`config.mk`:
```
export PLATFORM = sky130hd
export DESIGN_NAME = flush_cmd_exec
export DESIGN_NICKNAME = d
export VERILOG_FILES = /design/src/rtl/flush_exec_pkg.sv /design/src/rtl/flush_exec_dp.sv /design/src/rtl/flush_exec_ctl.sv /design/src/rtl/flush_cmd_exec.sv
export SDC_FILE = /design/constraint.sdc
export NUM_CORES = 1
export LEC_CHECK = 0
export BUFFER_PORTS_ARGS = -buffer_cell sky130_fd_sc_hd__buf_2
export CAP_MARGIN = 20
export CORE_UTILIZATION = 60
export DETAILED_ROUTE_END_ITERATION = 10
export GPL_TIMING_DRIVEN = 1
export PLACE_DENSITY = 0.83
export SYNTH_ARGS = -nofsm -noshare
export SYNTH_HDL_FRONTEND = slang
export SYNTH_HIERARCHICAL = 1
export SYNTH_SLANG_ARGS = --single-unit
```
`constraint.sdc`:
```
create_clock -name clk -period 5 [get_ports clk]
set_clock_uncertainty 0.1 [all_clocks]
set_input_delay 0.5 -clock clk [delete_from_list [all_inputs] [get_ports clk]]
set_output_delay 0.5 -clock clk [all_outputs]
set_load 0.02 [all_outputs]
```
`src/rtl/flush_exec_pkg.sv`:
```
package flush_exec_pkg;
  typedef enum logic [2:0] {
    ST_IDLE, ST_EVAL, ST_DRAIN, ST_FLUSH, ST_FLUSH_EXT, ST_WHOLE, ST_DONE
  } execState_t;

  localparam int CODE_W = 2;
  localparam logic [CODE_W-1:0] STS_OK       = 2'b00;
  localparam logic [CODE_W-1:0] STS_REL_FREE = 2'b01;
  localparam logic [CODE_W-1:0] STS_BLK_HELD = 2'b10;

  // strobes from control to datapath
  typedef struct packed {
    logic capture;   // latch the offered command
    logic relSlot;   // free the selected slot
    logic blkSlot;   // hold the selected slot on the command address
    logic setWhole;  // raise the whole-cache block
  } execStrobe_t;
endpackage

```
`src/rtl/flush_exec_dp.sv`:
```
module flush_exec_dp
  import flush_exec_pkg::*;
#(
  parameter int TAG_W  = 16,
  parameter int ADDR_W = 40,
  parameter int SLOTS  = 4,
  localparam int SLOT_W = $clog2(SLOTS)
) (
  input  logic              clk,
  input  logic              rstN,
  input  execStrobe_t       strobe,
  input  logic [TAG_W-1:0]  cmdTag,
  input  logic              cmdWantStatus,
  input  logic [ADDR_W-1:0] cmdAddr,
  input  logic [SLOT_W-1:0] cmdSlot,
  input  logic              cmdRelease,
  input  logic              cmdBlock,
  input  logic              cmdWhole,
  input  logic              cmdKeepValid,
  input  logic              cmdDrainFirst,
  input  logic              cmdExtDesc,
  input  logic              unbValid,
  input  logic              unbIsCache,
  input  logic [SLOT_W-1:0] unbSlot,
  input  logic [ADDR_W-1:0] lkpAddr,
  output logic              lkpBlocked,
  output logic [TAG_W-1:0]  regTag,
  output logic              regWant,
  output logic [ADDR_W-1:0] regAddr,
  output logic              regRel,
  output logic              regBlk,
  output logic              regWhole,
  output logic              regKeep,
  output logic              regDrain,
  output logic              regExt,
  output logic              selHeld
);
  logic [SLOT_W-1:0] regSlot;
  logic [SLOTS-1:0]  slotHeld;
  logic [SLOTS-1:0]  slotHit;
  logic [ADDR_W-1:0] slotAddr [SLOTS];
  logic              wholeBlk;

  // command register
  always_ff @(posedge clk or negedge rstN) begin
    if (!rstN) begin
      regTag   <= '0;
      regWant  <= 1'b0;
      regAddr  <= '0;
      regSlot  <= '0;
      regRel   <= 1'b0;
      regBlk   <= 1'b0;
      regWhole <= 1'b0;
      regKeep  <= 1'b0;
      regDrain <= 1'b0;
      regExt   <= 1'b0;
    end else if (strobe.capture) begin
      regTag   <= cmdTag;
      regWant  <= cmdWantStatus;
      regAddr  <= cmdAddr;
      regSlot  <= cmdSlot;
      regRel   <= cmdRelease;
      regBlk   <= cmdBlock;
      regWhole <= cmdWhole;
      regKeep  <= cmdKeepValid;
      regDrain <= cmdDrainFirst;
      regExt   <= cmdExtDesc;
    end
  end

  // blocking slots; the command update is written last and wins
  for (genvar i = 0; i < SLOTS; i++) begin : gSlot
    always_ff @(posedge clk or negedge rstN) begin
      if (!rstN) begin
        slotHeld[i] <= 1'b0;
        slotAddr[i] <= '0;
      end else begin
        if (unbValid && !unbIsCache && unbSlot == SLOT_W'(i))
          slotHeld[i] <= 1'b0;
        if (strobe.relSlot && regSlot == SLOT_W'(i))
          slotHeld[i] <= 1'b0;
        if (strobe.blkSlot && regSlot == SLOT_W'(i)) begin
          slotHeld[i] <= 1'b1;
          slotAddr[i] <= regAddr;
        end
      end
    end
    assign slotHit[i] = slotHeld[i] && (slotAddr[i] == lkpAddr);
  end

  always_ff @(posedge clk or negedge rstN) begin
    if (!rstN)
      wholeBlk <= 1'b0;
    else begin
      if (unbValid && unbIsCache) wholeBlk <= 1'b0;
      if (strobe.setWhole)        wholeBlk <= 1'b1;
    end
  end

  assign selHeld    = slotHeld[regSlot];
  assign lkpBlocked = wholeBlk || (|slotHit);
endmodule

```
`src/rtl/flush_exec_ctl.sv`:
```
module flush_exec_ctl
  import flush_exec_pkg::*;
(
  input  logic              clk,
  input  logic              rstN,
  input  logic              cmdValid,
  output logic              cmdReady,
  input  logic              regWant,
  input  logic              regRel,
  input  logic              regBlk,
  input  logic              regWhole,
  input  logic              regKeep,
  input  logic              regDrain,
  input  logic              regExt,
  input  logic              selHeld,
  input  logic              drainDone,
  input  logic              flushDone,
  input  logic              wholeDone,
  output logic              drainReq,
  output logic              flushReq,
  output logic              flushExt,
  output logic              flushKeep,
  output logic              wholeReq,
  output logic              stsValid,
  output logic [CODE_W-1:0] stsCode,
  output execStrobe_t       strobe
);
  execState_t state, stateNext;
  logic [CODE_W-1:0] code, codeNext;

  always_ff @(posedge clk or negedge rstN) begin
    if (!rstN) begin
      state <= ST_IDLE;
      code  <= STS_OK;
    end else begin
      state <= stateNext;
      code  <= codeNext;
    end
  end

  always_comb begin
    stateNext = state;
    codeNext  = code;
    strobe    = '0;
    unique case (state)
      ST_IDLE: begin
        if (cmdValid) begin
          strobe.capture = 1'b1;
          stateNext      = ST_EVAL;
        end
      end
      ST_EVAL: begin
        codeNext = STS_OK;
        if (regWhole) begin
          stateNext = ST_WHOLE;
        end else if (regRel && !selHeld) begin
          codeNext  = STS_REL_FREE;
          stateNext = ST_DONE;
        end else if (regBlk && !regRel && selHeld) begin
          codeNext  = STS_BLK_HELD;
          stateNext = ST_DONE;
        end else begin
          strobe.relSlot = regRel;
          stateNext      = regDrain ? ST_DRAIN : ST_FLUSH;
        end
      end
      ST_DRAIN: begin
        if (drainDone) stateNext = ST_FLUSH;
      end
      ST_FLUSH: begin
        if (flushDone) begin
          if (regExt) stateNext = ST_FLUSH_EXT;
          else begin
            strobe.blkSlot = regBlk;
            stateNext      = ST_DONE;
          end
        end
      end
      ST_FLUSH_EXT: begin
        if (flushDone) begin
          strobe.blkSlot = regBlk;
          stateNext      = ST_DONE;
        end
      end
      ST_WHOLE: begin
        if (wholeDone) begin
          strobe.setWhole = 1'b1;
          stateNext       = ST_DONE;
        end
      end
      ST_DONE:  stateNext = ST_IDLE;
      default:  stateNext = ST_IDLE;
    endcase
  end

  assign cmdReady  = (state == ST_IDLE);
  assign drainReq  = (state == ST_DRAIN);
  assign flushReq  = (state == ST_FLUSH) || (state == ST_FLUSH_EXT);
  assign flushExt  = (state == ST_FLUSH_EXT);
  assign flushKeep = flushReq && regKeep;
  assign wholeReq  = (state == ST_WHOLE);
  assign stsValid  = (state == ST_DONE) && regWant;
  assign stsCode   = code;
endmodule

```
`src/rtl/flush_cmd_exec.sv`:
```
module flush_cmd_exec
  import flush_exec_pkg::*;
#(
  parameter int TAG_W  = 16,
  parameter int ADDR_W = 40,
  parameter int SLOTS  = 4,
  localparam int SLOT_W = $clog2(SLOTS)
) (
  input  logic              clk,
  input  logic              rstN,
  input  logic              cmdValid,
  output logic              cmdReady,
  input  logic [TAG_W-1:0]  cmdTag,
  input  logic              cmdWantStatus,
  input  logic [ADDR_W-1:0] cmdAddr,
  input  logic [SLOT_W-1:0] cmdSlot,
  input  logic              cmdRelease,
  input  logic              cmdBlock,
  input  logic              cmdWhole,
  input  logic              cmdKeepValid,
  input  logic              cmdDrainFirst,
  input  logic              cmdExtDesc,
  input  logic              unbValid,
  input  logic              unbIsCache,
  input  logic [SLOT_W-1:0] unbSlot,
  input  logic [ADDR_W-1:0] lkpAddr,
  output logic              lkpBlocked,
  output logic [ADDR_W-1:0] reqAddr,
  output logic              drainReq,
  input  logic              drainDone,
  output logic              flushReq,
  output logic              flushExt,
  output logic              flushKeep,
  input  logic              flushDone,
  output logic              wholeReq,
  input  logic              wholeDone,
  output logic              stsValid,
  output logic [TAG_W-1:0]  stsTag,
  output logic [CODE_W-1:0] stsCode
);
  execStrobe_t strobe;
  logic regWant, regRel, regBlk, regWhole, regKeep, regDrain, regExt, selHeld;

  flush_exec_dp #(.TAG_W(TAG_W), .ADDR_W(ADDR_W), .SLOTS(SLOTS)) uDp (
    .clk, .rstN, .strobe,
    .cmdTag, .cmdWantStatus, .cmdAddr, .cmdSlot, .cmdRelease, .cmdBlock,
    .cmdWhole, .cmdKeepValid, .cmdDrainFirst, .cmdExtDesc,
    .unbValid, .unbIsCache, .unbSlot, .lkpAddr, .lkpBlocked,
    .regTag(stsTag), .regWant, .regAddr(reqAddr), .regRel, .regBlk,
    .regWhole, .regKeep, .regDrain, .regExt, .selHeld
  );

  flush_exec_ctl uCtl (
    .clk, .rstN, .cmdValid, .cmdReady,
    .regWant, .regRel, .regBlk, .regWhole, .regKeep, .regDrain, .regExt,
    .selHeld, .drainDone, .flushDone, .wholeDone,
    .drainReq, .flushReq, .flushExt, .flushKeep, .wholeReq,
    .stsValid, .stsCode, .strobe
  );
endmodule

```
# --- After elaboration in Yosys (flattened, before gate mapping) ---
# Cells that the tools add are included.
classes:
  eq_ne: 21
  n_lt_le_gt_ge: 1
  n_reduce_logical: 38
  n_mux: 42
ops:
  columns: ["operator", "n"]
  rows:
  - ["40-bit equality test", 4]
  - ["1-bit 2-to-1 mux", 27]
  - ["3-bit 2-to-1 mux", 8]
  - ["1-bit logical AND", 23]
  - ["3-bit one-hot mux with 6 select lines", 1]
  - ["3-bit nonzero test", 4]
  - ["3-bit equality test, second input constant", 3]
  - ["2-bit equality test, second input constant", 4]
  - ["2-bit 2-to-1 mux", 4]
  - ["3-bit by 2-bit equality test with 1-bit output, second input constant", 2]
  - ["2-bit by 1-bit != test with 1-bit output, second input constant", 3]
  - ["5-bit AND reduction", 1]
  - ["2-bit by 1-bit equality test with 1-bit output, second input constant", 2]
  - ["2-bit logical NOT", 2]
  - ["2-bit != test, second input constant", 2]
  - ["4-bit OR reduction", 1]
  - ["3-bit by 1-bit equality test with 1-bit output, second input constant", 1]
  - ["1-bit logical NOT", 3]
  - ["3-bit logical NOT", 1]
  - ["2-bit by 3-bit < comparator with 1-bit output, second input constant", 1]
  - ["1-bit binary-select mux with 2-bit select", 1]
  - ["1-bit logical OR", 2]
  - ["1-bit one-hot mux with 2 select lines", 1]
  - ["2-bit nonzero test", 1]
word_totals:
  elab_cells: 123
  out_inout_bits: 66
  input_bits: 115
  register_bits: 235

# --- Logic depth before layout (Yosys ltp) ---
logic_depth:
  depth_word: 10
  ltp_mapped: 8
  mapped_depth_nobuf: 6

# --- By module ---
# Netlist, hierarchy kept.
modules_own_cells:
  columns: ["mod", "instances", "area_per_inst_um2", "seq_area_each_um2", "cells_per_inst"]
  rows:
  - ["flush_exec_dp", 1, 10314.9, 5755.5, 723]
  - ["flush_exec_ctl", 1, 439.2, 125.1, 59]

# --- Worst setup path before layout ---
# No wires, ideal clock.
synth_timing:
  kind: "register to register"
  startpoint: "reg uCtl.state[1]"
  endpoint: "reg uDp.regAddr[0]"
  period_less_slack_ns: 2.609
  setup_ns: 0.125
  t_arrival_ns: 2.384
  stages_incl_launch_ff: 7
  slack_ns: 2.391
  t_required_ns: 4.775
  n_path_buf: 3
  path_cell_list: "dfrtp_1 > buf_4 > nor3_1 > and2_1 > clkbuf_1 > clkbuf_1 > mux2_2"
synth_lines:
  columns: ["element", "line_no", "text"]
  rows:
  - ["start, declared", "flush_exec_ctl.sv:28", "execState_t state, stateNext;"]
  - ["start signal, assigned", "flush_exec_ctl.sv:36", "state <= stateNext;"]
  - ["end signal, assigned", "flush_exec_dp.sv:60", "regAddr <= cmdAddr;"]
  - ["end, declared", "flush_exec_dp.sv:29", "output logic [ADDR_W-1:0] regAddr,"]

==> flow_summary.json <==
{
  "num_antenna_cells": 0,
  "fp.dieArea_um2": 18500,
  "die_y_um": 136,
  "totalNegativeSetupSlack_ns": 0,
  "rsz0062_at_grt": "false",
  "period_share_pct": 66.5,
  "critPathArrivalTime_ns": 3.63,
  "pin_count": 181,
  "start_kind": "flop",
  "synth-async-reset-ratio_pct": 100,
  "whs_ns": -0.0391,
  "tightest_slew_ns": 1.11,
  "max_stage_delay_ns": 0.78,
  "final.min_clock_period_ns": 3.33,
  "crit_slowest_cell": "nand3b_1",
  "power.internal_mw": 4.67,
  "dr.pass1.iters": 5,
  "grt_pass1_wl_um": 40500,
  "synthesis.nets": 897,
  "wire_per_inst_um": 21.7,
  "cts.sinks": 235,
  "grt_pass1_vias": 7201,
  "rows": 48,
  "syn_to_final_growth_pct": 17.8,
  "portBuffers": 180,
  "power.total_mw": 7.18,
  "via_per_inst": 5.84,
  "cap_violations": 0,
  "switchingPower_mw": 2.51,
  "synth-seq-area-share_pct": 54.7,
  "seqPwrFrac_pct": 45.1,
  "rrSetupSlack_ns": 1.67,
  "syn_avg_cell_area_um2": 13.8,
  "reg2reg_to": "uDp/slotAddr[101]$_DFFE_PN0P_",
  "post_cts_resized": 0,
  "path_cells": "nand2b_1 -> or2_1 -> o21ai_1 -> and3_1 -> nand3b_1 -> buf_4 -> mux2_2",
  "via_count": 7046,
  "start_util_pct": 61.7,
  "path_clk_slew_ns": 0.06,
  "grt_max_degree": 116,
  "rr_worst_depth": 7,
  "hold_path_class": "input port to async pin",
  "cts_buffer_depth": 3,
  "syn_area_um2": 10800,
  "synth_edf_count": 0,
  "ir_drop_mv": 0.413,
  "ys_ff_latch": 235,
  "p_comb_share_pct": 30.4,
  "tritoncts": "done",
  "ys.flop_type": "dfrtp_1",
  "grt_overflow_total": 0,
  "slew_violations": 0,
  "postCtsSetupBuffers": 0,
  "ctsHoldBuffers": 0,
  "switching_share_pct": 35.0,
  "htree_num_levels": 1,
  "layout_commonest_cell": "dfrtp_1",
  "chipWidth_um": 136,
  "leakagePower_nw": 6.12,
  "dp_hpwl_um": 18400,
  "r2r_start": "uCtl/state[1]$_DFFE_PN0P_",
  "setup_viol": 0,
  "place.gp.congestion": 0.919,
  "wl_um": 26200,
  "synthCells": 782,
  "crit_type": "flop to flop",
  "fmaxAchievable_mhz": 301,
  "core-area_um2": 17400,
  "violations": "negative hold slack",
  "yosysUniqueCellTypes": 44,
  "clock_latency_ns": 0.52,
  "cp_data_required_time_ns": 5.30,
  "final_cell_mix": "235 x dfrtp_1, 225 x mux2_2, 179 x buf_2",
  "drtIter0Drc": 532,
  "antenna_found_initial": 1,
  "slew_headroom_pct": 25.6,
  "post-route-drc-count": 0,
  "clkPwrFrac_pct": 24.5,
  "hold_viol": 51,
  "powerDensity_nw_per_um2": 567,
  "crit_path_end_kind": "flop",
  "yosysWarnings": 6,
  "fin_nets": 1083,
  "cp_max_fo": 24,
  "cts_made_buffers": 24,
  "cts_root_buf": "clkbuf_16",
  "status": "complete, but fails checks",
  "ant_nets": 0,
  "fillers": 1212,
  "drive_gt1_share_pct": 46.6,
  "track_usage_pct": 29.3
}
-- power by group through the flow --
stage,clock [mW],sequential [mW],combinational (mW)
after floorplan,0,3.31,1.26
after global placement,0,3.22,2.12
after detailed placement,0,3.26,2.17
after CTS,1.78,3.24,2.19
after global routing,1.85,3.34,2.33
final,1.76,3.24,2.19
-- flip-flops by register name (all words and copies together), names as in the netlist --
signal,cells
uDp/regExt,1
uDp/regWant,1
uDp/regAddr,40
uDp/slotAddr,160
uDp/regSlot,2
uDp/regWhole,1
uDp/slotHeld,4
uDp/regDrain,1
uCtl/state,3
uDp/regTag,16
uDp/regRel,1
uDp/wholeBlk,1
uCtl/stsCode,2
uDp/regKeep,1
uDp/regBlk,1
-- area by class of cell --
cell class	count	area, um2	share of cell area (%)
sequential	235	5880	46.4
clock inverter	6	72.6	0.573
multi-input combinational	513	4740	37.4
tap	225	282	2.22
clock buffer	34	698	5.51
timing repair buffer	188	971	7.67
inverter	6	22.5	0.178
-- stage by stage --
stage	instances	setup slack (ns)	hold slack (ns)	utilization (%)	cell area, um2
CTS	1207	1.69	0.0111	72.7	12700
detailed placement	1167	1.70	0.386	68.3	11900
global placement	1167	1.79	0.376	68.3	11900
floorplan	782	2.39	0.104	-	10800
finish	1207	1.67	-0.0391	72.7	12700
global route	1207	1.50	0.0339	72.7	12700
-- critical path: cells and delay by family, from the launching register on --
kind | cells | cell delay, ns
AND/OR/NAND/NOR | 4 | 1.43
multiplexers | 1 | 0.33
flip-flops | 1 | 0.62
buffers and inverters | 1 | 0.59
AO/OA/AOI/OAI | 1 | 0.11
-- worst max path at each step --
stage | from | end | slack, ns | cells after the start
after floorplan | uCtl/state[1]$_DFFE_PN0P_ | uDp/regAddr[0]$_DFFE_PN0P_ | 2.39 | 6
after global placement | uCtl/state[1]$_DFFE_PN0P_ | uDp/slotAddr[112]$_DFFE_PN0P_ | 1.79 | 7
after detailed placement | uCtl/state[1]$_DFFE_PN0P_ | uDp/slotAddr[89]$_DFFE_PN0P_ | 1.70 | 7
after global routing | uCtl/state[1]$_DFFE_PN0P_ | uDp/slotAddr[81]$_DFFE_PN0P_ | 1.50 | 7
after CTS | uCtl/state[1]$_DFFE_PN0P_ | uDp/slotAddr[101]$_DFFE_PN0P_ | 1.69 | 7
final | uCtl/state[1]$_DFFE_PN0P_ | uDp/slotAddr[101]$_DFFE_PN0P_ | 1.67 | 7
-- layer usage --
layer | wire (um) | track usage [%] | part of all wire, % | vias to the layer above
met5 | 11 | 0 | 0.042 | -
met4 | 865 | 9.26 | 3.3 | 2
met3 | 2200 | 7.38 | 8.4 | 60
met2 | 12200 | 46.6 | 47 | 297
met1 | 10900 | 39.5 | 42 | 3542
li1 | - | - | - | 3145
-- kinds of logic after synthesis --
| family | Yosys count | synth area share [%] |
|---|---|---|
| AND/OR/NAND/NOR | 103 | 5.64 |
| flip-flops | 235 | 54.7 |
| multiplexers | 226 | 23.8 |
| XOR/XNOR | 158 | 12.9 |
| buffers and inverters | 34 | 1.37 |
| AO/OA/AOI/OAI | 26 | 1.66 |
-- Yosys cell counts, drive strengths merged (2+ instances only) --
| master | n | share of area, % |
|---|---|---|
| a21oi | 6 | 0.28 |
| o21ai | 6 | 0.28 |
| mux2 | 225 | 24 |
| dfrtp | 235 | 55 |
| and2 | 5 | 0.29 |
| inv | 6 | 0.21 |
| xnor2 | 78 | 6.4 |
| o31ai | 2 | 0.14 |
| nor4 | 24 | 1.4 |
| a21o | 3 | 0.21 |
| nand2 | 10 | 0.35 |
| nand3 | 10 | 0.47 |
| nor3b | 3 | 0.21 |
| buf | 18 | 0.81 |
| nand2b | 4 | 0.23 |
| nor2 | 7 | 0.24 |
| xor2 | 80 | 6.5 |
| nand4 | 21 | 1.2 |
| nor3 | 4 | 0.19 |
| clkbuf | 10 | 0.35 |
| nor2b | 2 | 0.12 |
| nand3b | 5 | 0.35 |
| a2111oi | 2 | 0.23 |
Note: power is estimated with default switching activity, not from simulation.
